### src/rtl/abs_gen_pkg.sv
package abs_gen_pkg;

    typedef enum logic [3:0] {
        ST_TAIL,
        ST_SAVE_S0,
        ST_RESTORE_S0,
        ST_LD_S0,
        ST_ST_S0,
        ST_CSR_WR,
        ST_CSR_RD,
        ST_LD_GPR,
        ST_ST_GPR,
        ST_LD_FPR,
        ST_ST_FPR
    } step_e;

    typedef enum logic [1:0] {
        S_IDLE,
        S_EMIT,
        S_FAIL
    } fsm_e;

    localparam int MAX_STEPS = 5;
    localparam int CW        = $clog2(MAX_STEPS);

    localparam logic [2:0] ERR_NONE       = 3'd0;
    localparam logic [2:0] ERR_NOTSUP     = 3'd2;
    localparam logic [2:0] ERR_HALTRESUME = 3'd4;

    localparam logic [4:0]  REG_S0       = 5'd8;
    localparam logic [11:0] CSR_DSCRATCH = 12'h7B2;

    localparam logic [6:0] OP_LOAD   = 7'b0000011;
    localparam logic [6:0] OP_STORE  = 7'b0100011;
    localparam logic [6:0] OP_FLOAD  = 7'b0000111;
    localparam logic [6:0] OP_FSTORE = 7'b0100111;
    localparam logic [6:0] OP_SYSTEM = 7'b1110011;
    localparam logic [6:0] OP_JAL    = 7'b1101111;

    localparam logic [31:0] INSN_EBREAK = 32'h0010_0073;

endpackage

### src/rtl/abs_cmd_decode.sv
module abs_cmd_decode
    import abs_gen_pkg::*;
#(
    parameter int PROGBUF_WORDS = 2
) (
    input  logic [31:0]                 cmd_i,
    input  logic                        halted_i,
    output step_e [MAX_STEPS-1:0]       steps_o,
    output logic  [CW-1:0]              last_o,
    output logic  [2:0]                 err_o
);

    localparam bit SAVE_S0 = (PROGBUF_WORDS < 2);

    logic [7:0]  cmd_type;
    logic [2:0]  size_code;
    logic        xfer;
    logic        wr;
    logic [15:0] regno;
    logic        unused_bits;

    assign cmd_type    = cmd_i[31:24];
    assign size_code   = cmd_i[22:20];
    assign xfer        = cmd_i[17];
    assign wr          = cmd_i[16];
    assign regno       = cmd_i[15:0];
    assign unused_bits = ^{cmd_i[23], cmd_i[19], cmd_i[18]};

    always_comb begin
        int n;
        n = 0;
        err_o = ERR_NONE;
        for (int k = 0; k < MAX_STEPS; k++) steps_o[k] = ST_TAIL;

        if (cmd_type != 8'd0) begin
            err_o = ERR_NOTSUP;
        end else if (!halted_i) begin
            err_o = ERR_HALTRESUME;
        end else if (xfer) begin
            if (size_code != 3'd2 && size_code != 3'd3) begin
                err_o = ERR_NOTSUP;
            end else if (regno < 16'h1000) begin
                if (SAVE_S0) begin
                    steps_o[n] = ST_SAVE_S0;
                    n++;
                end
                if (wr) begin
                    steps_o[n] = ST_LD_S0;
                    n++;
                    steps_o[n] = ST_CSR_WR;
                    n++;
                end else begin
                    steps_o[n] = ST_CSR_RD;
                    n++;
                    steps_o[n] = ST_ST_S0;
                    n++;
                end
                if (SAVE_S0) begin
                    steps_o[n] = ST_RESTORE_S0;
                    n++;
                end
            end else if (regno < 16'h1020) begin
                if (wr) steps_o[n] = ST_LD_GPR;
                else    steps_o[n] = ST_ST_GPR;
                n++;
            end else if (regno < 16'h1040) begin
                if (wr) steps_o[n] = ST_LD_FPR;
                else    steps_o[n] = ST_ST_FPR;
                n++;
            end else begin
                err_o = ERR_NOTSUP;
            end
        end
        last_o = CW'(n);
    end

endmodule

### src/rtl/abs_insn_encode.sv
module abs_insn_encode
    import abs_gen_pkg::*;
#(
    parameter int DATA_ADDR   = 'h380,
    parameter int PBUF_OFFSET = 32
) (
    input  step_e          step_i,
    input  logic [11:0]    regsel_i,
    input  logic           dbl_i,
    input  logic [CW-1:0]  idx_i,
    input  logic           postexec_i,
    output logic [31:0]    word_o
);

    localparam logic [11:0] DA = 12'(DATA_ADDR);

    logic [2:0]  f3;
    logic [4:0]  rn;
    logic [20:0] joff;

    assign f3   = dbl_i ? 3'b011 : 3'b010;
    assign rn   = regsel_i[4:0];
    assign joff = 21'(PBUF_OFFSET - 4 * int'(idx_i));

    always_comb begin
        word_o = INSN_EBREAK;
        unique case (step_i)
            ST_TAIL:
                if (postexec_i)
                    word_o = {joff[20], joff[10:1], joff[11], joff[19:12], 5'd0, OP_JAL};
            ST_SAVE_S0:    word_o = {CSR_DSCRATCH, REG_S0, 3'b001, 5'd0, OP_SYSTEM};
            ST_RESTORE_S0: word_o = {CSR_DSCRATCH, 5'd0, 3'b010, REG_S0, OP_SYSTEM};
            ST_LD_S0:      word_o = {DA, 5'd0, f3, REG_S0, OP_LOAD};
            ST_ST_S0:      word_o = {DA[11:5], REG_S0, 5'd0, f3, DA[4:0], OP_STORE};
            ST_CSR_WR:     word_o = {regsel_i, REG_S0, 3'b001, 5'd0, OP_SYSTEM};
            ST_CSR_RD:     word_o = {regsel_i, 5'd0, 3'b010, REG_S0, OP_SYSTEM};
            ST_LD_GPR:     word_o = {DA, 5'd0, f3, rn, OP_LOAD};
            ST_ST_GPR:     word_o = {DA[11:5], rn, 5'd0, f3, DA[4:0], OP_STORE};
            ST_LD_FPR:     word_o = {DA, 5'd0, f3, rn, OP_FLOAD};
            ST_ST_FPR:     word_o = {DA[11:5], rn, 5'd0, f3, DA[4:0], OP_FSTORE};
            default:       word_o = INSN_EBREAK;
        endcase
    end

endmodule

### src/rtl/abs_regaccess_gen.sv
module abs_regaccess_gen
    import abs_gen_pkg::*;
#(
    parameter int PROGBUF_WORDS = 2,
    parameter int ABS_WORDS     = 8,
    parameter int DATA_ADDR     = 'h380,
    parameter int PBUF_OFFSET   = 32,
    localparam int AW           = $clog2(ABS_WORDS)
) (
    input  logic          clk,
    input  logic          rst_n,
    input  logic          start_i,
    input  logic [31:0]   cmd_i,
    input  logic          halted_i,
    output logic          wr_en_o,
    output logic [AW-1:0] wr_addr_o,
    output logic [31:0]   wr_data_o,
    output logic          done_o,
    output logic [2:0]    err_o
);

    fsm_e                  state_q;
    logic  [CW-1:0]        idx_q;
    logic  [CW-1:0]        last_q;
    step_e [MAX_STEPS-1:0] steps_q;
    logic  [11:0]          regsel_q;
    logic                  dbl_q;
    logic                  post_q;
    logic  [2:0]           err_q;

    step_e [MAX_STEPS-1:0] dec_steps;
    logic  [CW-1:0]        dec_last;
    logic  [2:0]           dec_err;

    abs_cmd_decode #(
        .PROGBUF_WORDS(PROGBUF_WORDS)
    ) dec_i (
        .cmd_i    (cmd_i),
        .halted_i (halted_i),
        .steps_o  (dec_steps),
        .last_o   (dec_last),
        .err_o    (dec_err)
    );

    abs_insn_encode #(
        .DATA_ADDR  (DATA_ADDR),
        .PBUF_OFFSET(PBUF_OFFSET)
    ) enc_i (
        .step_i     (steps_q[idx_q]),
        .regsel_i   (regsel_q),
        .dbl_i      (dbl_q),
        .idx_i      (idx_q),
        .postexec_i (post_q),
        .word_o     (wr_data_o)
    );

    // State register
    always_ff @(posedge clk) begin
        if (!rst_n) begin
            state_q  <= S_IDLE;
            idx_q    <= '0;
            last_q   <= '0;
            regsel_q <= '0;
            dbl_q    <= 1'b0;
            post_q   <= 1'b0;
            err_q    <= ERR_NONE;
            for (int k = 0; k < MAX_STEPS; k++) steps_q[k] <= ST_TAIL;
        end else begin
            unique case (state_q)
                S_IDLE: begin
                    if (start_i) begin
                        if (dec_err != ERR_NONE) begin
                            state_q <= S_FAIL;
                            err_q   <= dec_err;
                        end else begin
                            state_q  <= S_EMIT;
                            idx_q    <= '0;
                            last_q   <= dec_last;
                            steps_q  <= dec_steps;
                            regsel_q <= cmd_i[11:0];
                            dbl_q    <= cmd_i[20];
                            post_q   <= cmd_i[18];
                        end
                    end
                end
                S_EMIT: begin
                    if (idx_q == last_q) state_q <= S_IDLE;
                    else                 idx_q   <= idx_q + 1'b1;
                end
                S_FAIL:  state_q <= S_IDLE;
                default: state_q <= S_IDLE;
            endcase
        end
    end

    // Outputs
    always_comb begin
        wr_en_o   = 1'b0;
        wr_addr_o = '0;
        done_o    = 1'b0;
        err_o     = ERR_NONE;
        unique case (state_q)
            S_IDLE: ;
            S_EMIT: begin
                wr_en_o   = 1'b1;
                wr_addr_o = AW'(idx_q);
                done_o    = (idx_q == last_q);
            end
            S_FAIL: begin
                done_o = 1'b1;
                err_o  = err_q;
            end
            default: ;
        endcase
    end

    assert_err_nowrite_R1: assert property (@(posedge clk) disable iff (!rst_n)
        (err_o != ERR_NONE) |-> (done_o && !wr_en_o));

    assert_halt_cause_R2: assert property (@(posedge clk) disable iff (!rst_n)
        (done_o && err_o == ERR_HALTRESUME) |-> $past(!halted_i));

    assert_tail_word_R10: assert property (@(posedge clk) disable iff (!rst_n)
        (done_o && err_o == ERR_NONE) |->
            (wr_en_o && (wr_data_o == INSN_EBREAK || wr_data_o[6:0] == OP_JAL)));

    assert_addr_step_R11: assert property (@(posedge clk) disable iff (!rst_n)
        (wr_en_o && !done_o) |=> (wr_en_o && wr_addr_o == $past(wr_addr_o) + 1'b1));

    assert_first_addr_R11: assert property (@(posedge clk) disable iff (!rst_n)
        $rose(wr_en_o) |-> (wr_addr_o == '0));

    assert_done_pulse_R11: assert property (@(posedge clk) disable iff (!rst_n)
        done_o |=> !done_o);

endmodule

### config.mk
export PLATFORM = sky130hd
export DESIGN_NAME = abs_regaccess_gen
export DESIGN_NICKNAME = d
export VERILOG_FILES = /design/src/rtl/abs_gen_pkg.sv /design/src/rtl/abs_cmd_decode.sv /design/src/rtl/abs_insn_encode.sv /design/src/rtl/abs_regaccess_gen.sv
export SDC_FILE = /design/constraint.sdc
export NUM_CORES = 1
export LEC_CHECK = 0
export ABC_AREA = 1
export BUFFER_PORTS_ARGS = -buffer_cell sky130_fd_sc_hd__buf_4
export CAP_MARGIN = 10
export CORE_ASPECT_RATIO = 2
export CORE_MARGIN = 2
export CORE_UTILIZATION = 45
export CTS_CLUSTER_DIAMETER = 150
export DETAILED_ROUTE_END_ITERATION = 8
export PLACE_DENSITY = 0.77
export SLEW_MARGIN = 30
export SYNTH_ARGS = -nofsm -noshare
export SYNTH_HDL_FRONTEND = slang
export SYNTH_SLANG_ARGS = --single-unit
### constraint.sdc
create_clock -name clk -period 1.7 [get_ports clk]
set_clock_uncertainty 0.1 [all_clocks]
set_input_delay 0.255 -clock clk [delete_from_list [all_inputs] [get_ports clk]]
set_output_delay 0.255 -clock clk [all_outputs]
set_load 0.02 [all_outputs]
==> summary.md, run 1 <==
| Metric | Value |
|---|---|
| Largest fanout on the critical path | 4 |
| Fraction of registers with async set or reset after synthesis | 0% |
| RSZ-0062 raised after global routing | true |
| Mapped Cells | 340 |
| Initial core utilization | 47.23% |
| Number of buffers added on ports | 65 |
| R2R setup slack | -0.04 ns |
| Ys Warns | 0 |
| Met2 routing resource usage after global routing | 50.54% |
| Post-layout utilization of the core | 78.36% |
| Slowest stage delay, CP | 0.38 ns |
| #FFs+latches synth | 28 |
| Dominant synthesized flop cell | dfxtp_1 |
| Initial drt markers | 53 |
| Met3 Use GR | 1.339% |
| Vias in the first global route | 2,495 |
| Diode count | 0 |
| Fin area | 0.003433 mm² |
| Nets | 489 |
| Crit-path cells | clkinv_2 > nand2_4 > nor2_4 > o21ai_4 > nand2_2 > clkinv_2 > o21ai_4 > nand3_4 > inv_4 > nand2_1 > nand2_2 > buf_6 |
| Vias per Instance | 5.208 |
| Slew Limit Fails | 0 |
| R2r endpoint | idx_q[0] |
| Total gr overflow | 0 |
| Setup crit end kind | output pin |
| Multi-input logic area | 0.001541 mm² |
| Worst IR Drop VDD | 0.6062 mV |
| Placed wire-length estimate | 4701 µm |
| Largest net degree at the start of global routing | 21 |
| Hold EP | post_q |
| TritonRoute pass-1 iters | 4 |
| Setup ws final | -0.6660 ns |
| TritonCTS Buffers | 3 |
| Setup crit start | idx_q[2] |
| PwrDens | 375.1 mW/mm² |
| Synth unique cells | 38 |
| Total routed wirelength | 7301 µm |
| Clk Latency, worst-skew pair | 0.27 ns |
| Crit start category | register |
| Number of synthesized flops with an enable pin | 0 |
| CTS tree | done |
| P&R area growth vs syn | 65.90% |
| # rows | 34 |
| Reg area | 575.6 µm² |
| DRC errors left | 0 |
| RR Startpoint | idx_q[0] |
| Die ar. | 0.005190 mm² |
| CTS root buffer | clkbuf_8 |
| DR vias | 2,609 |
| Most common cell in the netlist | nand2_1 |
| Die height | 99.91 µm |
| Final hold vios | 0 |
| Slowest CP cell | dfxtp_4 |
| Placed instance area | 0.002940 mm² |
| Critical path data arrival time | 2.01 ns |
| FMAX | 422.7 MHz |
| Detail Route Antenna Nets | 0 |
| Share of the synthesized area in the top cell type | 27.09% |
| Filler cell count | 318 |
| CP required | 1.34 ns |
| Core box area | 0.004382 mm² |
| R2R depth | 10 |
| Initial antenna violation count | 0 |
| H-tree lvl count | 1 |
| Layout cells sized above 1 | 47.43% |
| Worst-path clk slew | 0.09 ns |
| Placer Congestion | 0.8748 |
| Failing checks | setup timing |
| Commonest cells post-synth | nand2_1, nor2_1, inv_1, dfxtp_1, nand3_1 |
| First-pass GRT wire length | 10,290 µm |
| Pre-CTS WS | -0.3759 ns |
| Global routing usage on met1 | 24.48% |
| Worst hold margin | 0.1051 ns |
| Gr busiest metal | met2 |
| Critical Setup Path Class | reg -> out |
| WHS Path Cells | 3 |
| Leak | 1.592 nW |
| Outcome | complete, but fails checks |
| Final setup fails | 28 |
| Cell taking the most area after synthesis | dfxtp_1 |
| Top Ports | 76 |
| Max_cap viols | 0 |
| Minimum clock period | 2.366 ns |
| Mapped Avg Cell Area | 6.087 µm² |
| Worst min path class | in -> reg |
| Clock buffer depth | 2 |
| Min-Delay Startpoint | cmd_i[18] |
| Top cells by area, synth | dfxtp_1, nand2_1, nor2_1 |
| Chip Width | 51.95 µm |
| Sequential fraction of the synthesis area | 27.09% |
| GRT Overall Usage | 25.53% |
| Final Cycle Share | 139.2% |
| Synthesized cell area | 0.002069 mm² |
| Clk sinks | 28 |
| Routed WL per cell | 14.57 µm |
worst max-delay path, delay by kind of cell, from the launching register on:
| kind | cells | cell delay (ns) |
|---|---|---|
| simple gates | 6 | 0.62 |
| compound gates | 2 | 0.30 |
| flops | 1 | 0.38 |
| buf+inv | 4 | 0.44 |
placed cells by master (no fill, tap or decap), types with 4 or more instances in the layout:
| cell type | count |
|---|---|
| nor2_4 | 16 |
| nand2_1 | 51 |
| o21ai_2 | 5 |
| a21oi_2 | 6 |
| nand2_4 | 8 |
| o21ai_0 | 13 |
| buf_4 | 96 |
| nand2_2 | 15 |
| inv_4 | 5 |
| nand3_1 | 17 |
| nand4_1 | 4 |
| a21oi_1 | 9 |
| o211ai_1 | 4 |
| buf_6 | 17 |
| nor2_2 | 4 |
| dfxtp_1 | 22 |
| clkbuf_8 | 4 |
| inv_1 | 44 |
| inv_2 | 7 |
| nor2_1 | 50 |
| conb_1 | 8 |
through the flow:
stage               power, mW  instances  TNS [ns]
global placement       0.8760        482    -7.475
global route            1.339        501    -16.93
finish                  1.288        501    -14.05
floorplan              0.7919        346    -1.805
detailed placement     0.8815        482    -9.701
CTS                     1.277        492    -11.11
timing repair:
action	CTS	global route
pin swaps	10	22
hold buffers	0	0
endpoints found under the setup margin	32	54
resized for setup	49	42
setup buffers	6	10
final cells by class:
| type | instances | share of cell area, % |
|---|---|---|
| timing repair buffer | 115 | 27.73 |
| sequential | 28 | 16.76 |
| multi-input combinational | 241 | 44.90 |
| inverter | 59 | 7.034 |
| clock buffer | 4 | 1.603 |
| tap | 54 | 1.968 |
state kept, by name (all words and copies together) (netlist names):
| register | cells |
|---|---|
| dbl_q | 1 |
| steps_q | 5 |
| last_q | 2 |
| idx_q | 3 |
| err_q | 2 |
| state_q | 2 |
| post_q | 1 |
| regsel_q | 12 |
worst max-delay path by stage:
stage / end / slack (ns)
floorplan: wr_data_o[23] / -0.19
global placement: wr_data_o[23] / -0.33
detailed placement: wr_data_o[25] / -0.38
CTS: wr_data_o[23] / -0.53
global route: wr_data_o[23] / -0.80
finish: wr_data_o[20] / -0.67
cells by family (layout without fill, tap and decap cells):
logic type | Yosys count | after routing | share of synthesized area, %
AO/OA/AOI/OAI | 45 | 45 | 12.70
XOR/XNOR | 2 | 2 | 0.8466
adder cells (fa/ha/maj) | 5 | 5 | 3.023
buffers and inverters | 77 | 178 | 17.11
flip-flops | 28 | 28 | 27.09
other | 2 | 8 | 0.3629
AND/OR/NAND/NOR | 181 | 181 | 38.88
report_power, final:
part	internal, mW	switching (mW)	total [mW]
Combinational	0.100	0.117	0.218
Sequential	0.659	0.00686	0.666
Clock	0.207	0.197	0.404
layer usage:
metal | wire length (µm) | up-vias
met1 | 2513 | 1196
met3 | 340 | 43
met2 | 3987 | 112
met4 | 459 | 0
li1 | - | 1258
met5 | 0 | -
No activity file was read; power rests on OpenSTA's default activity.
==> run 2, diff against run 1 <==
--- a/config.mk
+++ b/config.mk
@@ -6,15 +6,14 @@
 export NUM_CORES = 1
 export LEC_CHECK = 0
 export ABC_AREA = 1
-export BUFFER_PORTS_ARGS = -buffer_cell sky130_fd_sc_hd__buf_4
+export BUFFER_PORTS_ARGS = -buffer_cell sky130_fd_sc_hd__buf_2
 export CAP_MARGIN = 10
 export CORE_ASPECT_RATIO = 2
 export CORE_MARGIN = 2
-export CORE_UTILIZATION = 45
+export CORE_UTILIZATION = 30
 export CTS_CLUSTER_DIAMETER = 150
 export DETAILED_ROUTE_END_ITERATION = 8
-export PLACE_DENSITY = 0.77
-export SLEW_MARGIN = 30
+export SLEW_MARGIN = 20
 export SYNTH_ARGS = -nofsm -noshare
 export SYNTH_HDL_FRONTEND = slang
 export SYNTH_SLANG_ARGS = --single-unit
==> run 2 against run 1 <==
Effect of this change:
- first-iteration DRC count grew 5.7%
- wire length fell by 9.6%
- the flow still finishes with violations (setup timing)
- register-to-register slack improved by 0.07 ns
- count of clock-buffer cells in the layout decreased by 1
- die area grew 47%
- final cell count rose by 7.6%
==> summary.md, run 2 (same netlist as run 1, synthesis figures left out) <==
| Metric | Value |
|---|---|
| Initial core utilization | 31.01% (was 47.23%) |
| Commonest non-fill, non-tap cell in the layout | buf_4 (unchanged) |
| Leak | 1.635 nW (was 1.592 nW) |
| Placed wire-length estimate | 4852 µm (was 4701 µm) |
| CTS root buffer | clkbuf_16 (was clkbuf_8) |
| Worst-path clk slew | 0.07 ns (was 0.09 ns) |
| CP required | 1.34 ns (about the same) |
| Vias per Instance | 4.575 (was 5.208) |
| Number of hold buffers added after CTS | 0 (unchanged) |
| Layout cells sized above 1 | 47.67% (was 47.43%) |
| Gr busiest metal | met2 (unchanged) |
| Total routed wirelength | 6597 µm (was 7301 µm) |
| RSZ-0062 raised after global routing | true (unchanged) |
| Most frequent cells in the layout | buf_4, nor2_1, nand2_1 (was buf_4, nand2_1, nor2_1) |
| TritonRoute pass-1 iters | 4 (unchanged) |
| Clk sinks | 28 (unchanged) |
| P&R area growth vs syn | 68.68% (was 65.90%) |
| Met3 Use GR | 0.4638% (was 1.339%) |
| Vias in the first global route | 2,358 (was 2,495) |
| Final Instance Count excl. Fillers | 539 (was 501) |
| Clk Latency, worst-skew pair | 0.26 ns (was 0.27 ns) |
| Die ar. | 0.007619 mm² (was 0.005190 mm²) |
| Largest fanout on the critical path | 4 (unchanged) |
| Worst IR Drop VDD | 0.4143 mV (was 0.6062 mV) |
| Minimum clock period | 2.254 ns (was 2.366 ns) |
| Initial drt markers | 56 (was 53) |
| First-pass GRT wire length | 10,270 µm (was 10,290 µm) |
| Number of buffers added on ports | 65 (unchanged) |
| Top Ports | 76 (unchanged) |
| Sw frac | 22.49% (was 24.93%) |
| Critical Setup Path Class | reg -> out (unchanged) |
| Slew Limit Fails | 0 (unchanged) |
| Filler cell count | 658 (was 318) |
| Final hold vios | 0 (unchanged) |
| Switching pwr | 350.3 µW (was 321.1 µW) |
| CTS tree | done (unchanged) |
| Largest registers | regsel_q: 12 flops, steps_q: 5 flops, idx_q: 3 flops (unchanged) |
| Diode count | 0 (unchanged) |
| TritonCTS Buffers | 3 (unchanged) |
| Crit start category | register (unchanged) |
| Multi-input logic area | 0.001554 mm² (was 0.001541 mm²) |
| H-tree lvl count | 1 (unchanged) |
| Clock buffer depth | 2 (unchanged) |
| Int Pwr | 1.207 mW (was 966.7 µW) |
| Global routing usage on met1 | 16.29% (was 24.48%) |
| FMAX | 443.6 MHz (was 422.7 MHz) |
| Failing checks | setup timing (unchanged) |
| Nets | 493 (was 489) |
| Detail Route Antenna Nets | 0 (unchanged) |
| Sequential group share of total power | 42.8% (was 51.7%) |
| Final Cycle Share | 132.6% (was 139.2%) |
| Setup TNS | -11.67 ns (was -14.05 ns) |
| Setup crit end kind | output pin (unchanged) |
| Inst Count DP | 520 (was 482) |
| Max_cap viols | 0 (unchanged) |
| Met2 routing resource usage after global routing | 34.21% (was 50.54%) |
| Initial antenna violation count | 0 (unchanged) |
| DR vias | 2,466 (was 2,609) |
| Outcome | complete, but fails checks (unchanged) |
| Placer Congestion | 0.9338 (was 0.8748) |
| Max FFs per register | 12 (unchanged) |
| Chip Width | 62.73 µm (was 51.95 µm) |
| PwrDens | 446.1 mW/mm² (was 375.1 mW/mm²) |
| Total gr overflow | 0 (unchanged) |
| DRC errors left | 0 (unchanged) |
| Combinational share of power | 12.4% (was 16.9%) |
| Worst min path class | in -> reg (unchanged) |
| Largest net degree at the start of global routing | 22 (was 21) |
| Reg area | 574.3 µm² (was 575.6 µm²) |
| Die height | 121.5 µm (was 99.91 µm) |
| GRT Overall Usage | 16.79% (was 25.53%) |
| Top reg by flops | regsel_q (unchanged) |
| Setup ws final | -0.5540 ns (was -0.6660 ns) |
| Routed WL per cell | 12.24 µm (was 14.57 µm) |
| Final setup fails | 26 (was 28) |
| # rows | 42 (was 34) |
| Core box area | 0.006674 mm² (was 0.004382 mm²) |
| Clock share of power | 44.9% (was 31.4%) |
| Critical path data arrival time | 1.90 ns (was 2.01 ns) |
## run 2: routing by layer
| layer | share of wire [%] | vias up |
|---|---|---|
| met3 | 2.3 | 18 |
| li1 | - | 1265 |
| met1 | 36 | 1121 |
| met2 | 57 | 62 |
| met5 | 0 | - |
| met4 | 4.4 | 0 |
## run 2: what timing repair did
action / in CTS / in global routing
resized for setup: 75 / 45
setup buffers: 10 / 5
cloned: 0 / 0
pin swaps: 12 / 19
setup endpoints to repair: 30 / 48
## run 2: worst paths after layout
path                               start           end  slack [ns]  cells past startpoint
worst min register to register  err_q[2]      err_q[2]        0.35                      2
worst min-delay path            cmd_i[4]   regsel_q[4]        0.11                      3
worst max-delay path            idx_q[1]  wr_data_o[4]       -0.55                     11
worst max register to register  idx_q[0]      idx_q[2]        0.03                     11
## run 2: final cells by class
class	instances	share of cell area, %
inverters	59	7.276
clock inverters	1	0.8602
clock buffers	3	2.151
repair buffers	119	25.59
flip-flops and latches	28	16.45
well taps	88	3.154
multi-input cells	241	44.52
## run 2: metrics by stage
step / hold WS [ns] / total power, mW / area, µm² / utilization (%) / worst slack, ns
after floorplan: 0.2801 / 0.7919 / 2226 / - / -0.1858
after global placement: 0.3421 / 0.8589 / 2850 / 42.71 / -0.3448
after detailed placement: 0.3414 / 0.8616 / 2850 / 42.71 / -0.3693
after CTS: 0.1017 / 1.564 / 3291 / 49.31 / -0.5257
after global routing: 0.1197 / 1.619 / 3491 / 52.31 / -0.6387
final: 0.1071 / 1.557 / 3491 / 52.31 / -0.5540
## run 2: power by group through the flow
| stage | registers (mW) | logic, mW | clock network [mW] |
|---|---|---|---|
| after floorplan | 0.683 | 0.109 | 0 |
| after global placement | 0.683 | 0.176 | 0 |
| after detailed placement | 0.684 | 0.178 | 0 |
| after CTS | 0.665 | 0.184 | 0.715 |
| after global routing | 0.666 | 0.213 | 0.739 |
| final | 0.666 | 0.192 | 0.699 |
## run 2: worst max-delay path, stage by stage (launching register included)
cell and delay, ns:
dfxtp_4 0.37, nor2_4 0.14, nand2_4 0.08, nor2_4 0.14
buf_4 0.15, nand2_4 0.07, nand2_2 0.08, nor2_2 0.05
buf_4 0.15, nor3_4 0.18, nand2_2 0.06, buf_4 0.15
==> run 3, diff against run 2 <==
--- a/config.mk
+++ b/config.mk
@@ -11,6 +11,7 @@
 export CORE_ASPECT_RATIO = 2
 export CORE_MARGIN = 2
 export CORE_UTILIZATION = 30
+export CTS_BUF_LIST = sky130_fd_sc_hd__clkbuf_4 sky130_fd_sc_hd__clkbuf_8
 export CTS_CLUSTER_DIAMETER = 150
 export DETAILED_ROUTE_END_ITERATION = 8
 export SLEW_MARGIN = 20
==> run 3 against run 2 <==
Effect of this change:
- largest cell class unchanged
- the flow still finishes with violations (setup timing)
- cell area shrank 0.18%
- critical path type unchanged
- global-route usage grew 0.63 points
- critical path depth grew 2
- core utilization shrank 0.094 points
- largest power group is now registers
==> summary.md, run 3 (same netlist as run 1, synthesis figures left out) <==
| Metric | Value |
|---|---|
| Initial drt markers | 38 (was 56) |
| Worst-path clk slew | 0.10 ns (was 0.07 ns) |
| Min-Delay Startpoint | cmd_i[4] (unchanged) |
| Routed WL per cell | 12.07 µm (was 12.24 µm) |
| TritonRoute pass-1 iters | 4 (unchanged) |
| CTS root buffer | clkbuf_8 (was clkbuf_16) |
| Hold EP | regsel_q[4] (unchanged) |
| Detail Route Antenna Nets | 0 (unchanged) |
| Largest registers | regsel_q: 12 flops, steps_q: 5 flops, idx_q: 3 flops (unchanged) |
| Clk sinks | 28 (unchanged) |
| Largest fanout on the critical path | 4 (unchanged) |
| Diode count | 0 (unchanged) |
| Pre-CTS WS | -0.3693 ns (unchanged) |
| R2r endpoint | idx_q[2] (unchanged) |
| Setup crit end kind | output pin (unchanged) |
| RSZ-0062 raised after global routing | true (unchanged) |
| Core box area | 0.006674 mm² (unchanged) |
| Minimum clock period | 2.323 ns (was 2.254 ns) |
| Most frequent cells in the layout | nand2_1, nor2_1, buf_4 (was buf_4, nor2_1, nand2_1) |
| Failing checks | setup timing (unchanged) |
| Max_cap viols | 0 (unchanged) |
| Vias in the first global route | 2,416 (was 2,358) |
| Reg area | 575.6 µm² (was 574.3 µm²) |
| Chip Width | 62.73 µm (unchanged) |
| Die ar. | 0.007619 mm² (unchanged) |
| Slowest CP cell | dfxtp_4 (unchanged) |
| WP buf/inv | 3 (unchanged) |
| Setup ws final | -0.6229 ns (was -0.5540 ns) |
| GRT Overall Usage | 17.41% (was 16.79%) |
| Top reg by flops | regsel_q (unchanged) |
| Crit start category | register (unchanged) |
| R2R depth | 11 (unchanged) |
| P&R area growth vs syn | 68.38% (was 68.68%) |
| Commonest non-fill, non-tap cell in the layout | nand2_1 (was buf_4) |
| Most used cell, CP | nor2_4 (was buf_4) |
| H-tree lvl count | 1 (unchanged) |
| CP delay by family, top | simple AND/OR/NAND/NOR gates (unchanged) |
| Worst path depth | 13 (was 11) |
| Final setup fails | 26 (unchanged) |
| Largest net degree at the start of global routing | 22 (unchanged) |
| Die height | 121.5 µm (unchanged) |
| Worst min path class | in -> reg (unchanged) |
| Number of buffers added on ports | 65 (unchanged) |
| Multi-input logic area | 0.001546 mm² (was 0.001554 mm²) |
| Max FFs per register | 12 (unchanged) |
| Leak | 1.618 nW (was 1.635 nW) |
| TritonCTS Buffers | 3 (unchanged) |
| CTS tree | done (unchanged) |
| Final Cycle Share | 136.6% (was 132.6%) |
| Worst IR Drop VDD | 0.4302 mV (was 0.4143 mV) |
| Outcome | complete, but fails checks (unchanged) |
| Critical Setup Path Class | reg -> out (unchanged) |
| WHS Path Cells | 3 (unchanged) |
| Layout cells sized above 1 | 46.89% (was 47.67%) |
| Slew Limit Fails | 0 (unchanged) |
| Vias per Instance | 4.561 (was 4.575) |
| Crit-path cells | nor2_4 > nand2_8 > nor2_4 > inv_4 > nand2_4 > inv_2 > nand2_2 > nand2_4 > nor2_4 > nor2_1 > nor2_1 > nand2_2 > buf_6 (was nor2_4 > nand2_4 > nor2_4 > buf_4 > nand2_4 > nand2_2 > nor2_2 > buf_4 > nor3_4 > nand2_2 > buf_4) |
| Filler cell count | 663 (was 658) |
| Initial antenna violation count | 0 (unchanged) |
| FMAX | 430.5 MHz (was 443.6 MHz) |
| Initial core utilization | 31.01% (unchanged) |
| PwrDens | 397.9 mW/mm² (was 446.1 mW/mm²) |
| First-pass GRT wire length | 10,580 µm (was 10,270 µm) |
| Top Ports | 76 (unchanged) |
| DRC errors left | 0 (unchanged) |
| CP required | 1.34 ns (about the same) |
| Nets | 492 (was 493) |
| Worst hold margin | 0.08774 ns (was 0.1071 ns) |
| Total gr overflow | 0 (unchanged) |
| Placer Congestion | 0.9338 (unchanged) |
| Total routed wirelength | 6494 µm (was 6597 µm) |
| Critical path data arrival time | 1.97 ns (was 1.90 ns) |
| Slowest stage delay, CP | 0.38 ns (was 0.37 ns) |
| Final hold vios | 0 (unchanged) |
| Clock buffer depth | 2 (unchanged) |
| DR vias | 2,454 (was 2,466) |
| RR Startpoint | idx_q[0] (unchanged) |
| R2R setup slack | 0.11 ns (was 0.03 ns) |
| Clk Latency, worst-skew pair | 0.28 ns (was 0.26 ns) |
| # rows | 42 (unchanged) |
| Placed wire-length estimate | 4852 µm (unchanged) |
==> run 3: changes by cell type in the layout (fill, tap and decap cells not counted), moves of 3 or more <==
| cell | delta |
|---|---|
| buf_4 | -12 |
| buf_6 | +11 |
| clkbuf_16 | -3 |
| clkbuf_8 | +3 |
| nand2_1 | +3 |
==> run 3: worst max-delay path by stage <==
| stage | start | end | slack [ns] |
|---|---|---|---|
| after global routing | idx_q[1] | wr_data_o[20] | -0.69 |
| after detailed placement | idx_q[0] | wr_data_o[25] | -0.37 |
| after floorplan | idx_q[2] | wr_data_o[23] | -0.19 |
| after CTS | idx_q[2] | wr_data_o[20] | -0.55 |
| after global placement | idx_q[0] | wr_data_o[25] | -0.34 |
| final | idx_q[1] | wr_data_o[20] | -0.62 |
==> run 3: final cells by class <==
| class | count | share of cell area, % |
|---|---|---|
| timing repair buffer | 118 | 26.61 |
| sequential | 28 | 16.52 |
| clock inverter | 1 | 0.8618 |
| inverter | 59 | 7.289 |
| tap | 88 | 3.160 |
| multi-input combinational | 241 | 44.38 |
| clock buffer | 3 | 1.185 |
==> run 3: per-layer routing <==
metal	GRT usage (%)	vias to the layer above	wire (µm)
met5	0	-	0
li1	-	1268	-
met3	0.8349	16	166
met2	34.88	69	3832
met4	10.97	0	224
met1	16.77	1101	2271
==> run 3: report_power, final <==
group          internal (mW)  total (mW)  switching, mW
logic                 0.0794       0.192          0.112
registers              0.659       0.666        0.00654
clock network          0.316       0.529          0.213
==> run 3: timing repair <==
action                                  4_1_cts  5_1_grt
hold buffers                                  0        0
buffers inserted                             13        2
gates resized for setup                      93       35
endpoints found under the setup margin       30       50
pin swaps                                    14       20
cloned                                        0        0
==> run 3: worst register-to-register path, delay by kind of cell (launching register included) <==
| family | cells | cell delay (ns) |
|---|---|---|
| buf+inv | 3 | 0.27 |
| flops | 1 | 0.41 |
| simple gates | 6 | 0.51 |
| compound gates | 2 | 0.24 |
==> run 3: stage by stage <==
step                cells  power, mW  area (µm²)  setup TNS [ns]  utilization, %
CTS                   537      1.392        3343          -10.98           50.09
finish                538      1.387        3485          -12.59           52.21
floorplan             346     0.7919        2226          -1.805               -
global placement      520     0.8589        2850          -7.155           42.71
detailed placement    520     0.8616        2850          -8.428           42.71
global route          538      1.456        3485          -14.69           52.21
